### config.mk
export PLATFORM = sky130hd
export DESIGN_NAME = resp_tx_mux
export DESIGN_NICKNAME = d
export VERILOG_FILES = /design/src/rtl/resp_tx_pkg.sv /design/src/rtl/resp_ack_queue.sv /design/src/rtl/resp_tx_seq.sv /design/src/rtl/resp_tx_mux.sv
export SDC_FILE = /design/constraint.sdc
export NUM_CORES = 1
export LEC_CHECK = 0
export ABC_CLOCK_PERIOD_IN_PS = 6500
export BUFFER_PORTS_ARGS = -buffer_cell sky130_fd_sc_hd__clkbuf_2
export CORE_MARGIN = 2
export CORE_UTILIZATION = 59
export CTS_CLUSTER_SIZE = 12
export DETAILED_ROUTE_END_ITERATION = 12
export PLACE_DENSITY = 0.93
export SLEW_MARGIN = 20
export SYNTH_ARGS = -nofsm -noshare
export SYNTH_HDL_FRONTEND = slang
export SYNTH_SLANG_ARGS = --single-unit
### constraint.sdc
create_clock -name clk -period 6.5 [get_ports clk]
set_clock_uncertainty 0.15 [all_clocks]
set_input_delay 0.325 -clock clk [delete_from_list [all_inputs] [get_ports clk]]
set_output_delay 0.325 -clock clk [all_outputs]
set_load 0.02 [all_outputs]
### src/rtl/resp_tx_pkg.sv
package resp_tx_pkg;
   localparam int WORD_W      = 32;
   localparam int LEN_FIELD_W = 11;

   localparam logic [3:0] KIND_ACK   = 4'h5;
   localparam logic [3:0] KIND_NACK  = 4'h6;
   localparam logic [3:0] KIND_RXHDR = 4'h4;

   typedef enum logic [1:0] {
      SEQ_IDLE = 2'd0,
      SEQ_RESP = 2'd1,
      SEQ_HDR  = 2'd2,
      SEQ_PAY  = 2'd3
   } seq_state_e;

   function automatic logic [WORD_W-1:0] resp_word(input logic nack, input logic is_tx);
      resp_word = {(nack ? KIND_NACK : KIND_ACK), is_tx, 27'd0};
   endfunction

   function automatic logic [WORD_W-1:0] hdr_word(input logic [LEN_FIELD_W-1:0] len);
      hdr_word = {KIND_RXHDR, len, 17'd0};
   endfunction
endpackage

### src/rtl/resp_ack_queue.sv
module resp_ack_queue #(
   parameter int AW    = 32,
   parameter int DEPTH = 4,
   localparam int PTR_W = (DEPTH > 1) ? $clog2(DEPTH) : 1,
   localparam int LVL_W = $clog2(DEPTH + 1)
) (
   input  logic             clk,
   input  logic             rst_n,
   input  logic             push_i,
   input  logic [AW-1:0]    push_addr_i,
   input  logic             push_nack_i,
   input  logic             push_tx_i,
   input  logic             pop_i,
   output logic             nempty_o,
   output logic [AW-1:0]    head_addr_o,
   output logic             head_nack_o,
   output logic             head_tx_o,
   output logic [LVL_W-1:0] level_o
);
   localparam int ENT_W = AW + 2;

   logic [ENT_W-1:0] mem [DEPTH];
   logic [PTR_W-1:0] wr_ptr, rd_ptr, wr_nxt, rd_nxt;
   logic [LVL_W-1:0] level;
   logic             full, do_push, do_pop;

   assign full    = (level == LVL_W'(DEPTH));
   assign do_push = push_i && !full;
   assign do_pop  = pop_i && (level != '0);

   generate
      if ((1 << PTR_W) == DEPTH) begin : g_pow2
         assign wr_nxt = wr_ptr + 1'b1;
         assign rd_nxt = rd_ptr + 1'b1;
      end else begin : g_wrap
         assign wr_nxt = (wr_ptr == PTR_W'(DEPTH - 1)) ? '0 : wr_ptr + 1'b1;
         assign rd_nxt = (rd_ptr == PTR_W'(DEPTH - 1)) ? '0 : rd_ptr + 1'b1;
      end
   endgenerate

   always_ff @(posedge clk) begin
      if (do_push) mem[wr_ptr] <= {push_addr_i, push_nack_i, push_tx_i};
   end

   always_ff @(posedge clk) begin
      if (!rst_n) begin
         wr_ptr <= '0;
         rd_ptr <= '0;
         level  <= '0;
      end else begin
         if (do_push) wr_ptr <= wr_nxt;
         if (do_pop)  rd_ptr <= rd_nxt;
         case ({do_push, do_pop})
            2'b10:   level <= level + 1'b1;
            2'b01:   level <= level - 1'b1;
            default: level <= level;
         endcase
      end
   end

   assign nempty_o    = (level != '0);
   assign head_addr_o = mem[rd_ptr][ENT_W-1:2];
   assign head_nack_o = mem[rd_ptr][1];
   assign head_tx_o   = mem[rd_ptr][0];
   assign level_o     = level;
endmodule

### src/rtl/resp_tx_seq.sv
module resp_tx_seq
   import resp_tx_pkg::*;
#(
   parameter int AW    = 32,
   parameter int LEN_W = 11
) (
   input  logic              clk,
   input  logic              rst_n,
   input  logic              ack_nempty_i,
   input  logic [AW-1:0]     ack_addr_i,
   input  logic              ack_nack_i,
   input  logic              ack_tx_i,
   output logic              ack_pop_o,
   input  logic              pkt_valid_i,
   input  logic [AW-1:0]     pkt_addr_i,
   input  logic [LEN_W-1:0]  pkt_len_i,
   output logic              pkt_take_o,
   input  logic [WORD_W-1:0] word_i,
   input  logic              word_valid_i,
   output logic              word_pop_o,
   output logic              bus_valid_o,
   output logic [AW-1:0]     bus_addr_o,
   output logic [WORD_W-1:0] bus_data_o,
   input  logic              bus_ready_i
);
   seq_state_e        state;
   logic [AW-1:0]     out_addr;
   logic [WORD_W-1:0] out_data;
   logic [LEN_W-1:0]  words_left, pkt_words;
   logic [LEN_W:0]    len_plus;
   logic              start_resp, start_pkt, accept;

   assign len_plus  = {1'b0, pkt_len_i} + (LEN_W + 1)'(3);
   assign pkt_words = {1'b0, len_plus[LEN_W:2]};

   assign start_resp = (state == SEQ_IDLE) && ack_nempty_i;
   assign start_pkt  = (state == SEQ_IDLE) && !ack_nempty_i && pkt_valid_i;
   assign ack_pop_o  = start_resp;
   assign pkt_take_o = start_pkt;

   assign bus_valid_o = (state == SEQ_RESP) || (state == SEQ_HDR) ||
                        ((state == SEQ_PAY) && word_valid_i);
   assign bus_data_o  = (state == SEQ_PAY) ? word_i : out_data;
   assign bus_addr_o  = out_addr;
   assign accept      = bus_valid_o && bus_ready_i;
   assign word_pop_o  = (state == SEQ_PAY) && accept;

   always_ff @(posedge clk) begin
      if (!rst_n) begin
         state      <= SEQ_IDLE;
         out_addr   <= '0;
         out_data   <= '0;
         words_left <= '0;
      end else begin
         case (state)
            SEQ_IDLE: begin
               if (start_resp) begin
                  out_addr <= ack_addr_i;
                  out_data <= resp_word(ack_nack_i, ack_tx_i);
                  state    <= SEQ_RESP;
               end else if (start_pkt) begin
                  out_addr   <= pkt_addr_i;
                  out_data   <= hdr_word(pkt_len_i);
                  words_left <= pkt_words;
                  state      <= SEQ_HDR;
               end
            end
            SEQ_RESP: if (accept) state <= SEQ_IDLE;
            SEQ_HDR: begin
               if (accept) state <= (words_left == '0) ? SEQ_IDLE : SEQ_PAY;
            end
            SEQ_PAY: begin
               if (accept) begin
                  words_left <= words_left - 1'b1;
                  if (words_left == LEN_W'(1)) state <= SEQ_IDLE;
               end
            end
            default: state <= SEQ_IDLE;
         endcase
      end
   end
endmodule

### src/rtl/resp_tx_mux.sv
module resp_tx_mux #(
   parameter int ADDR_W    = 32,
   parameter int ACK_DEPTH = 4,
   parameter int LEN_W     = 11
) (
   input  logic              clk,
   input  logic              rst_n,
   input  logic              ack_req_valid_i,
   input  logic [ADDR_W-1:0] ack_req_addr_i,
   input  logic              ack_req_nack_i,
   input  logic              ack_req_is_tx_i,
   input  logic              rx_pkt_valid_i,
   input  logic [ADDR_W-1:0] rx_pkt_addr_i,
   input  logic [LEN_W-1:0]  rx_pkt_len_i,
   output logic              rx_pkt_take_o,
   input  logic [31:0]       rx_word_i,
   input  logic              rx_word_valid_i,
   output logic              rx_word_pop_o,
   output logic              bus_valid_o,
   output logic [ADDR_W-1:0] bus_addr_o,
   output logic [31:0]       bus_data_o,
   input  logic              bus_ready_i
);
   localparam int LVL_W = $clog2(ACK_DEPTH + 1);

   initial begin
      assert (LEN_W == resp_tx_pkg::LEN_FIELD_W) else $error("LEN_W must match the header length field");
      assert (ACK_DEPTH >= 1) else $error("ACK_DEPTH must be at least 1");
      assert (ADDR_W >= 1) else $error("ADDR_W must be at least 1");
   end

   logic              q_nempty, q_pop, q_nack, q_tx;
   logic [ADDR_W-1:0] q_addr;
   logic [LVL_W-1:0]  ack_level;

   resp_ack_queue #(.AW(ADDR_W), .DEPTH(ACK_DEPTH)) queue_i (
      .clk         (clk),
      .rst_n       (rst_n),
      .push_i      (ack_req_valid_i),
      .push_addr_i (ack_req_addr_i),
      .push_nack_i (ack_req_nack_i),
      .push_tx_i   (ack_req_is_tx_i),
      .pop_i       (q_pop),
      .nempty_o    (q_nempty),
      .head_addr_o (q_addr),
      .head_nack_o (q_nack),
      .head_tx_o   (q_tx),
      .level_o     (ack_level)
   );

   resp_tx_seq #(.AW(ADDR_W), .LEN_W(LEN_W)) seq_i (
      .clk          (clk),
      .rst_n        (rst_n),
      .ack_nempty_i (q_nempty),
      .ack_addr_i   (q_addr),
      .ack_nack_i   (q_nack),
      .ack_tx_i     (q_tx),
      .ack_pop_o    (q_pop),
      .pkt_valid_i  (rx_pkt_valid_i),
      .pkt_addr_i   (rx_pkt_addr_i),
      .pkt_len_i    (rx_pkt_len_i),
      .pkt_take_o   (rx_pkt_take_o),
      .word_i       (rx_word_i),
      .word_valid_i (rx_word_valid_i),
      .word_pop_o   (rx_word_pop_o),
      .bus_valid_o  (bus_valid_o),
      .bus_addr_o   (bus_addr_o),
      .bus_data_o   (bus_data_o),
      .bus_ready_i  (bus_ready_i)
   );
endmodule

# [After elaboration in Yosys (flattened, before gate mapping)]
# Memory sizes are Yosys's and may differ from the RTL's. A register that Yosys moved wholly into a read port is not among the register bits.
# Index checks and enable logic that the tools add are counted.
[totals] reg_bits=84 latchBits=0 mem_bits_rw=136 romBits=0 output_inout_bits=67 wordCells=72 n_memories=1
[classes] add_sub_neg=6 mul=0 n_div=0 n_lt_le_gt_ge=0 n_eq_ne=14 shifts=0 mux=23 bitwise=0 n_reduce_logical=21
[mem_list] name="queue_i.mem" depth=4 word_bits=34 rd=1 rd_clocked_by_memory_dff=1 write_ports=1 line_no="resp_ack_queue.sv:22" source="logic [ENT_W-1:0] mem [DEPTH];"
[ops] op="32-bit 2-to-1 mux" n=5
[ops] op="11-bit 2-to-1 mux" n=3
[ops] op="11-bit case mux with 2 select lines" n=1
[ops] op="2-bit 2-to-1 mux" n=10
[ops] op="11-bit by 2-bit adder with 12-bit output, second input constant" n=1
[ops] op="11-bit by 1-bit equality test with 1-bit output, second input constant" n=1
[ops] op="11-bit logical NOT" n=1
[ops] op="11-bit by 1-bit subtractor with 11-bit output, second input constant" n=1
[ops] op="1-bit logical AND" n=8
[ops] op="2-bit case mux with 4 select lines" n=1
[ops] op="2-bit equality test, second input constant" n=3
[ops] op="2-bit by 1-bit inequality test with 1-bit output, second input constant" n=3
[ops] op="2-bit inequality test, second input constant" n=3
[ops] op="3-bit case mux with 2 select lines" n=1
[ops] op="2-bit nonzero test" n=3
[ops] op="5-bit AND reduction" n=1
[ops] op="2-bit by 1-bit adder with 2-bit output, second input constant" n=2
[ops] op="2-bit by 1-bit equality test with 1-bit output, second input constant" n=2
[ops] op="4-bit AND reduction" n=1
[ops] op="3-bit by 1-bit adder with 3-bit output, second input constant" n=1
[ops] op="3-bit equality test, second input constant" n=1
[ops] op="3-bit inequality test, second input constant" n=1
[ops] op="3-bit nonzero test" n=1
[ops] op="3-bit by 1-bit subtractor with 3-bit output, second input constant" n=1
[ops] op="other kinds (5)" n=8

# [Longest topological paths before layout]
# Gate-level depths: netlist of the first run.
[logic_depth] word_depth=7 mapped_depth=10 ltp_nobuf=10

# [Cells and area by module]
# Synthesis of the first run repeated with hierarchy kept, for this count alone.
[hier_totals] hier_cells=652 hier_area_um2=8732.1
[modules_own_cells] module="resp_ack_queue" instances=1 cells_each=229 area_each_um2=5446.5 seq_area_each_um2=4264.1
[modules_own_cells] module="resp_tx_seq" instances=1 cells_each=423 area_each_um2=3285.7 seq_area_each_um2=1181.1

# [Worst setup path after synthesis of the first run]
# No wires, ideal clock.
[synth_path] kind="register -> register" startpoint="reg queue_i.level[0], in the netlist queue_i.level_o[0]" endpoint="mem queue_i.mem[0][0] in the netlist's numbering, enable pin" setup_time_ns=0.394 arrival_time_ns=1.816 required_ns=5.956 setup_slack_ns=4.140 path_stages_with_launch=4 cell_sequence="dfxtp_1 -> inv_1 -> a31oi_1 -> and2_1"
[synth_via] elab_chain_len=5
[synth_rtl] item="start: declaration" line_no="resp_ack_queue.sv:24" source="logic [LVL_W-1:0] level;"
[synth_rtl] item="start signal: assignment" line_no="resp_ack_queue.sv:54" source="2'b10: level <= level + 1'b1;"
[synth_rtl] item="start signal: assignment" line_no="resp_ack_queue.sv:55" source="2'b01: level <= level - 1'b1;"
[synth_rtl] item="start signal: assignment" line_no="resp_ack_queue.sv:56" source="default: level <= level;"
[synth_rtl] item="3-bit equality test" line_no="resp_ack_queue.sv:27" source="assign full = (level == LVL_W'(DEPTH));"
[synth_rtl] item="1-bit logical NOT" line_no="resp_ack_queue.sv:28" source="assign do_push = push_i && !full;"
[synth_rtl] item="1-bit logical AND" line_no="resp_ack_queue.sv:28"
[synth_rtl] item="1-bit 2-to-1 mux" line_no="resp_ack_queue.sv:42" source="if (do_push) mem[wr_ptr] <= {push_addr_i, push_nack_i, push_tx_i};"
[synth_rtl] item="1-bit 2-to-1 mux (not written as such)" line_no="resp_ack_queue.sv:42"
[synth_rtl] item="end: declaration" line_no="resp_ack_queue.sv:22"
# Every way passes these cells.

# [Worst setup path after layout of the first run]
[layout_path] startpoint="reg seq_i.state[0]" endpoint="out rx_pkt_take_o"
[layout_via] elab_chain_len=3
[layout_rtl] item="start: declaration" line_no="resp_tx_seq.sv:26" source="seq_state_e state;"
[layout_rtl] item="start signal: assignment" line_no="resp_tx_seq.sv:70" source="if (accept) state <= (words_left == '0) ? SEQ_IDLE : SEQ_PAY;"
[layout_rtl] item="2-bit logical NOT" line_no="resp_tx_seq.sv:37" source="assign start_pkt = (state == SEQ_IDLE) && !ack_nempty_i && pkt_valid_i;"
[layout_rtl] item="1-bit logical AND (2 in a row)" line_no="resp_tx_seq.sv:37"
[layout_rtl] item="end: declaration" line_no="resp_tx_mux.sv:15" source="output logic rx_pkt_take_o,"
# Every way passes these cells.

==> results of run 1 <==
## path summary, 6_finish.rpt
path / start / endpoint / slack (ns) / depth (start not counted)
worst min register to register: seq_i.out_data[30] / seq_i.out_data[30] / 0.30 / 2
worst max-delay path: seq_i.state[0] / rx_pkt_take_o / 3.19 / 7
worst min-delay path: rx_pkt_len_i[7] / seq_i.out_data[24] / 0.01 / 3
worst max register to register: seq_i.state[0] / seq_i.bus_addr_o[9] / 3.58 / 8
## logic make-up after synthesis
| kind of cell | count (synthesis) |
|---|---|
| compound gates | 110 |
| xor+xnor | 9 |
| fa+ha+maj | 14 |
| buf+inv | 56 |
| flops | 204 |
| mux | 48 |
| simple gates | 201 |
## sequential cells by signal, indices dropped and copies added (netlist names), named ones only
signal and flops:
seq_i.out_data 14, seq_i.state 2, queue_i.wr_ptr 2, seq_i.words_left 11, queue_i.rd_ptr 2, queue_i.level_o 3
queue_i.mem 136, seq_i.bus_addr_o 32
## layout make-up
| cell class | count | area, sq um |
|---|---|---|
| Antenna cell | 2 | 5.00 |
| Clock buffer | 33 | 571 |
| Clock inverter | 5 | 51.3 |
| Fill cell | 834 | 3480 |
| Inverter | 18 | 68.8 |
| Multi-Input combinational cell | 382 | 2930 |
| Sequential cell | 204 | 5450 |
| Tap cell | 184 | 230 |
| Timing Repair Buffer | 250 | 1580 |
## worst reg2reg max path, cell delays in order, from the launching register on
cell      delay, ns
dfxtp_1        0.35
inv_1          0.12
ha_1           0.32
nor4b_1        0.45
nand2_1        0.14
clkinv_1       0.27
buf_4          0.44
nand2_1        0.16
a311oi_1       0.39
## synthesized netlist by cell type (all sizes together), types with 4 or more instances
cell type,number,area share
and2,22,0.016
nand2,76,0.033
xor2,4,0.0041
nor3,11,0.0064
clkbuf,25,0.011
edfxtp,136,0.48
o31ai,4,0.0035
dfxtp,68,0.16
nor4,5,0.0036
ha,13,0.019
a211oi,4,0.0035
mux2,13,0.017
o21a,4,0.0035
mux4,34,0.089
inv,16,0.0070
o211ai,5,0.0044
a21oi,18,0.011
a22oi,13,0.012
xnor2,5,0.0051
nor2,63,0.028
a311oi,32,0.033
nand3,5,0.0029
buf,13,0.0070
o21ai,11,0.0064
## repair_timing
| action | CTS | global route |
|---|---|---|
| hold endpoints to repair | 166 | 0 |
| hold buffers | 64 | 0 |
| setup endpoints to repair | 0 | 0 |
## report_power, final
part / total [uW] / switching (uW) / internal [uW] / leakage [uW]
clock: 1120 / 481 / 643 / 0.000299
sequential: 1820 / 169 / 1650 / 0.00181
combinational: 1510 / 936 / 574 / 0.00200
total: 4450 / 1590 / 2870 / 0.00411
## routing by layer
metal / GRT usage / share of wire / vias to the layer above
li1: - / - / 2906
met1: 0.363 / 0.37 / 3127
met2: 0.506 / 0.52 / 401
met3: 0.0507 / 0.080 / 59
met4: 0.0972 / 0.030 / 0
met5: 0 / 0 / -
## placed cells by master, fill, tap and decap left out, types with 5 or more instances in the layout
cell type	instances
ha_1	13
a22oi_1	12
clkbuf_16	21
dlygate4sd3_1	64
buf_4	5
nand2_1	76
dfxtp_1	66
nand3_1	5
nor2_1	63
clkbuf_1	12
clkbuf_2	181
o211ai_1	5
mux2_2	13
a311oi_1	32
inv_1	14
o21ai_0	11
xnor2_1	5
a21oi_1	17
edfxtp_1	136
nor3_1	11
nor4_1	5
and2_1	18
mux4_2	34
## stage by stage
step	hold WS [ns]	worst slack, ns
CTS	0.00224	3.19
floorplan	0.274	4.14
global placement	0.285	3.91
finish	0.0105	3.19
global route	0.0294	3.00
detailed placement	0.292	3.75
==> out/metrics.yaml, run 1 <==
route:
  firstDrtPassIters: 6
  route.detailed.drc: 0
  ant_nets: 0
  vias: 6493
  routed_via_density: 6.02
  drtIter0Drc: 756
  totalWireLength_mm: 22.4
  wl_per_cell_um: 20.8
final_layout:
  stdcell_count: 1078
  final_nets: 1006
  drive_gt1_frac: 0.302
  final_cell_area_sq_um: 10900
  final_util: 0.758
  syn2layout_area_growth_pct: 27.0
critical_path:
  cp-start-kind: "flop"
  required_ns: 6.02
  crit_family: "buffers and inverters"
  cp_slowest_cell: "nor4b_1"
  critPathMaxFanout: 31
  worstSetupEndpointType: "primary output"
  critPathBufInv: 4
  cp_slowest_stage_delay_ns: 0.45
  cp_cell_sequence: "inv_1, ha_1, nor4b_1, nand2_1, clkinv_1, buf_4, clkbuf_2"
  path_class: "reg -> out"
  crit_arrival_ns: 2.84
logic_synthesis:
  synth_ff_type: "edfxtp_1"
  synth_xor_xnor_area_share: 0.00919
  netlist_area_sq_um: 8580
  synth_edf_count: 136
  ys_ff_latch: 204
  yosys_warnings: 0
  synthCells: 642
  yosys.area_share.adder: 0.0213
  synthDistinctLibCells: 55
  yosys.area_share.simple: 0.107
  synth_top_family_by_area: "multiplexers"
  synth_nets: 771
  synthMuxAreaShare: 0.108
  synthArstFlopShare: 0
  synth_seq_area_share: 0.635
  synth-compound-area-share: 0.0947
  syn_avg_cell_area_sq_um: 13.4
floorplan:
  die_area_sq_um: 15500
  start_util: 0.597
  io_pins: 182
  rows: 44
  fp.dieH_um: 125
  coreArea_sq_um: 14400
  die_x_um: 125
clock_network:
  root_buffer: "clkbuf_16"
  numCtsBuffers: 21
  clkSlewWorstSetupHoldPaths_ns: 0.06
  cts_max_path_buffers: 3
  clkSinkCount: 204
  cts_resized: 0
  post_cts_buffers: 0
  cts_tree: "built"
  clk_latency_ns: 0.49
  cts_max_level: 1
timing:
  tns_ns: 0
  worstMarginPinSlew_ns: 0.960
  setup_viol: 0
  hold_violations: 0
  fin_crit_ns: 3.31
  rsz0062_at_grt: "false"
  fin_crit_sh: 0.510
  report.final.slew_viol_count: 0
  timing.fmax_mhz: 302
  slew_headroom: 0.360
placed_design:
  dpl.cell_count: 974
  io_buffers: 181
  place_area_sq_um: 9620
  hpwl_mm: 12.2
  place_congestion: 0.850
power:
  powerDensity_nw_per_um2: 409
  vdd_drop_max_mv: 0.284
  power.leakage_uw: 0.00411
  power.total_uw: 4450
global_route:
  grt_max_degree: 67
  grt.total_usage: 0.288
  grt_pass1_wl_mm: 35.5
  gr-total-overflow: 0
  grt_pass1_vias: 6690
  antenna_found_initial: 2
flow_run:
  maxCapViolations: 0
run_status:
  status: "completed"
hold_path:
  hp-class: "in -> reg"
(Power assumes the default switching activity.)
==> inputs of run 2 (changes only) <==
--- a/config.mk
+++ b/config.mk
@@ -5,13 +5,14 @@
 export SDC_FILE = /design/constraint.sdc
 export NUM_CORES = 1
 export LEC_CHECK = 0
-export ABC_CLOCK_PERIOD_IN_PS = 6500
+export ABC_AREA = 1
+export ABC_CLOCK_PERIOD_IN_PS = 3400
 export BUFFER_PORTS_ARGS = -buffer_cell sky130_fd_sc_hd__clkbuf_2
 export CORE_MARGIN = 2
-export CORE_UTILIZATION = 59
+export CORE_UTILIZATION = 55
 export CTS_CLUSTER_SIZE = 12
 export DETAILED_ROUTE_END_ITERATION = 12
-export PLACE_DENSITY = 0.93
+export PLACE_DENSITY = 0.88
 export SLEW_MARGIN = 20
 export SYNTH_ARGS = -nofsm -noshare
 export SYNTH_HDL_FRONTEND = slang
==> constraint.sdc (replaced) <==
create_clock -name clk -period 3.4 [get_ports clk]
set_clock_uncertainty 0.15 [all_clocks]
set_input_delay 0.17 -clock clk [delete_from_list [all_inputs] [get_ports clk]]
set_output_delay 0.17 -clock clk [all_outputs]
set_load 0.02 [all_outputs]
==> out/metrics.yaml, run 2 <==
final_layout:
  n_fill_cell: 1034
  multi_input_area_sq_um: 2970
  regMostFlops: "queue_i.mem"
  syn2layout_area_growth_pct: 27.0
  seqCellArea_sq_um: 5450
  layout_common_cells: "clkbuf_2 (181), nand2_1 (179), o21ai_0 (140), edfxtp_1 (136), nor2_1 (134)"
  largest_register_ff_count: 136
  final_nets: 1314
  drive_gt1_frac: 0.202
  stdcell_count: 1417
  final_common_cell: "clkbuf_2"
logic_synthesis:
  yosysTopAreaCell: "edfxtp_1"
  yosys_warnings: 0
  synth_nets: 1073
  synthCells: 944
  synthDistinctLibCells: 31
  synthTopCellsByCount: "nand2_1 (179), o21ai_0 (140), nor2_1 (138)"
  syn_avg_cell_area_sq_um: 9.43
  ys_ff_latch: 204
  synth_edf_count: 136
  synth_ff_type: "edfxtp_1"
  synth.most_common_cell: "nand2_1"
  synth_seq_area_share: 0.612
  synthTopCellsByArea: "edfxtp_1 (46%), dfxtp_1 (15%), o21ai_0 (7.9%), nand2_1 (7.5%), nor2_1 (5.8%)"
  netlist_area_sq_um: 8900
  synthArstFlopShare: 0
  yosysTopAreaCellShare: 0.459
clock_network:
  cts_max_level: 1
  root_buffer: "clkbuf_16"
  clk_latency_ns: 0.49
  cts_max_path_buffers: 3
  cts_tree: "built"
  clkSlewWorstSetupHoldPaths_ns: 0.05
  numCtsBuffers: 21
  clkSinkCount: 204
timing:
  timing.fmax_mhz: 365
  worstMarginPinSlew_ns: 1.08
  fin_crit_sh: 0.806
  fin_crit_ns: 2.74
  setup_viol: 0
  rsz0062_at_grt: "false"
  slew_headroom: 0.282
  hold_violations: 0
  report.final.slew_viol_count: 0
  tns_ns: 0
critical_path:
  required_ns: 3.08
  critPathMaxFanout: 25
  crit_arrival_ns: 2.42
  crit_family: "buffers and inverters"
  cp_slowest_stage_delay_ns: 0.49
  path_class: "reg -> out"
  cp-start-kind: "flop"
  path_common_cell: "inv_1"
  critPathBufInv: 3
  cp_cell_sequence: "inv_1, ha_1, nand4_4, inv_1, clkbuf_2"
  worstSetupEndpointType: "primary output"
  cp_slowest_cell: "inv_1"
route:
  route.detailed.drc: 0
  firstDrtPassIters: 5
  routed_via_density: 5.53
  wl_per_cell_um: 16.8
  totalWireLength_mm: 23.8
  ant_nets: 0
  drtIter0Drc: 779
  vias: 7840
floorplan:
  start_util: 0.562
  fp.dieH_um: 131
  die_area_sq_um: 17200
  die_x_um: 131
  rows: 46
  coreArea_sq_um: 15800
  io_pins: 182
placed_design:
  io_buffers: 181
  hpwl_mm: 13.5
  place_congestion: 0.920
  dpl.cell_count: 1302
power:
  powerDensity_nw_per_um2: 776
  power.leakage_uw: 0.00477
  vdd_drop_max_mv: 0.566
global_route:
  grt_max_degree: 69
  grt_pass1_vias: 7828
  gr-total-overflow: 0
  grt_pass1_wl_mm: 37.9
  antenna_found_initial: 2
  grt.total_usage: 0.270
hold_path:
  hp-class: "in -> reg"
flow_run:
  maxCapViolations: 0
run_status:
  status: "completed"
[run 2: cell types whose count changed after synthesis, moves of 12 or more]
| cell | previous run | this run |
|---|---|---|
| o21ai_1 | 0 | 12 |
| nand3_1 | 5 | 26 |
| a22oi_1 | 12 | 0 |
| a21oi_1 | 18 | 60 |
| mux2_2 | 13 | 0 |
| a311oi_1 | 32 | 0 |
| nor2_1 | 63 | 138 |
| and2_1 | 22 | 0 |
| o22ai_1 | 1 | 21 |
| o21ai_0 | 11 | 140 |
| mux4_2 | 34 | 0 |
| inv_1 | 14 | 64 |
| nand2_1 | 76 | 179 |
[run 2: metrics by stage]
step | total power [uW] | setup slack (ns) | instance area, sq um | hold slack [ns] | utilization
global route | 9260 | 0.530 | 11300 | 0.0671 | 0.714
floorplan | 5720 | 0.735 | 8900 | 0.119 | -
finish | 8770 | 0.658 | 11300 | 0.0250 | 0.714
global placement | 6420 | 0.981 | 9940 | 0.236 | 0.628
detailed placement | 6540 | 0.904 | 9940 | 0.239 | 0.628
CTS | 8660 | 0.699 | 11300 | 0.00175 | 0.714
[run 2: repair_timing]
action                     4_1_cts  5_1_grt
buffers inserted                 0        0
setup endpoints to repair        0        0
hold endpoints to repair       179        0
resized for setup                0        0
hold buffers                    76        0
[run 2: path summary, 6_finish.rpt]
| kind | start | endpoint | slack, ns | cells past startpoint |
|---|---|---|---|---|
| setup reg to reg | seq_i.state[1] | seq_i.bus_addr_o[6] | 0.85 | 8 |
| setup / recovery | seq_i.state[1] | rx_pkt_take_o | 0.66 | 5 |
| hold reg to reg | seq_i.out_data[21] | seq_i.out_data[21] | 0.31 | 2 |
| hold / removal | rx_pkt_len_i[10] | seq_i.words_left[8] | 0.02 | 6 |
[run 2: area by class of cell]
type,instances,area share
antenna,2,0.000443
sequential,204,0.482
clock buffer,36,0.0527
inverter,69,0.0234
timing repair buffer,268,0.155
clock inverter,1,0.000443
tap,216,0.0239
multi-input combinational,621,0.263
[run 2: tightest hold or removal path, stage by stage]
cell and delay, ns:
clkbuf_2 0.09, nand4_1 0.08, nand3_1 0.11, nand3_1 0.08, nand2_1 0.05, inv_1 0.04
[run 2: logic make-up after synthesis]
| family | share of synthesized area |
|---|---|
| AO/OA/AOI/OAI | 0.138 |
| XOR/XNOR | 0.00197 |
| adder cells (fa/ha/maj) | 0.0205 |
| buffers and inverters | 0.0579 |
| flip-flops | 0.612 |
| AND/OR/NAND/NOR | 0.169 |
[run 2: power breakdown]
group	internal (uW)	switching (uW)
Clock	1180	891
Combinational	1020	2360
Sequential	3110	210
Total	5310	3460
[run 2: per-layer routing]
layer | GRT usage | vias up | share of wire
met2 | 0.469 | 437 | 0.49
met3 | 0.0563 | 77 | 0.085
met4 | 0.130 | 0 | 0.035
met1 | 0.321 | 3644 | 0.39
li1 | - | 3682 | -
met5 | 0 | - | 0
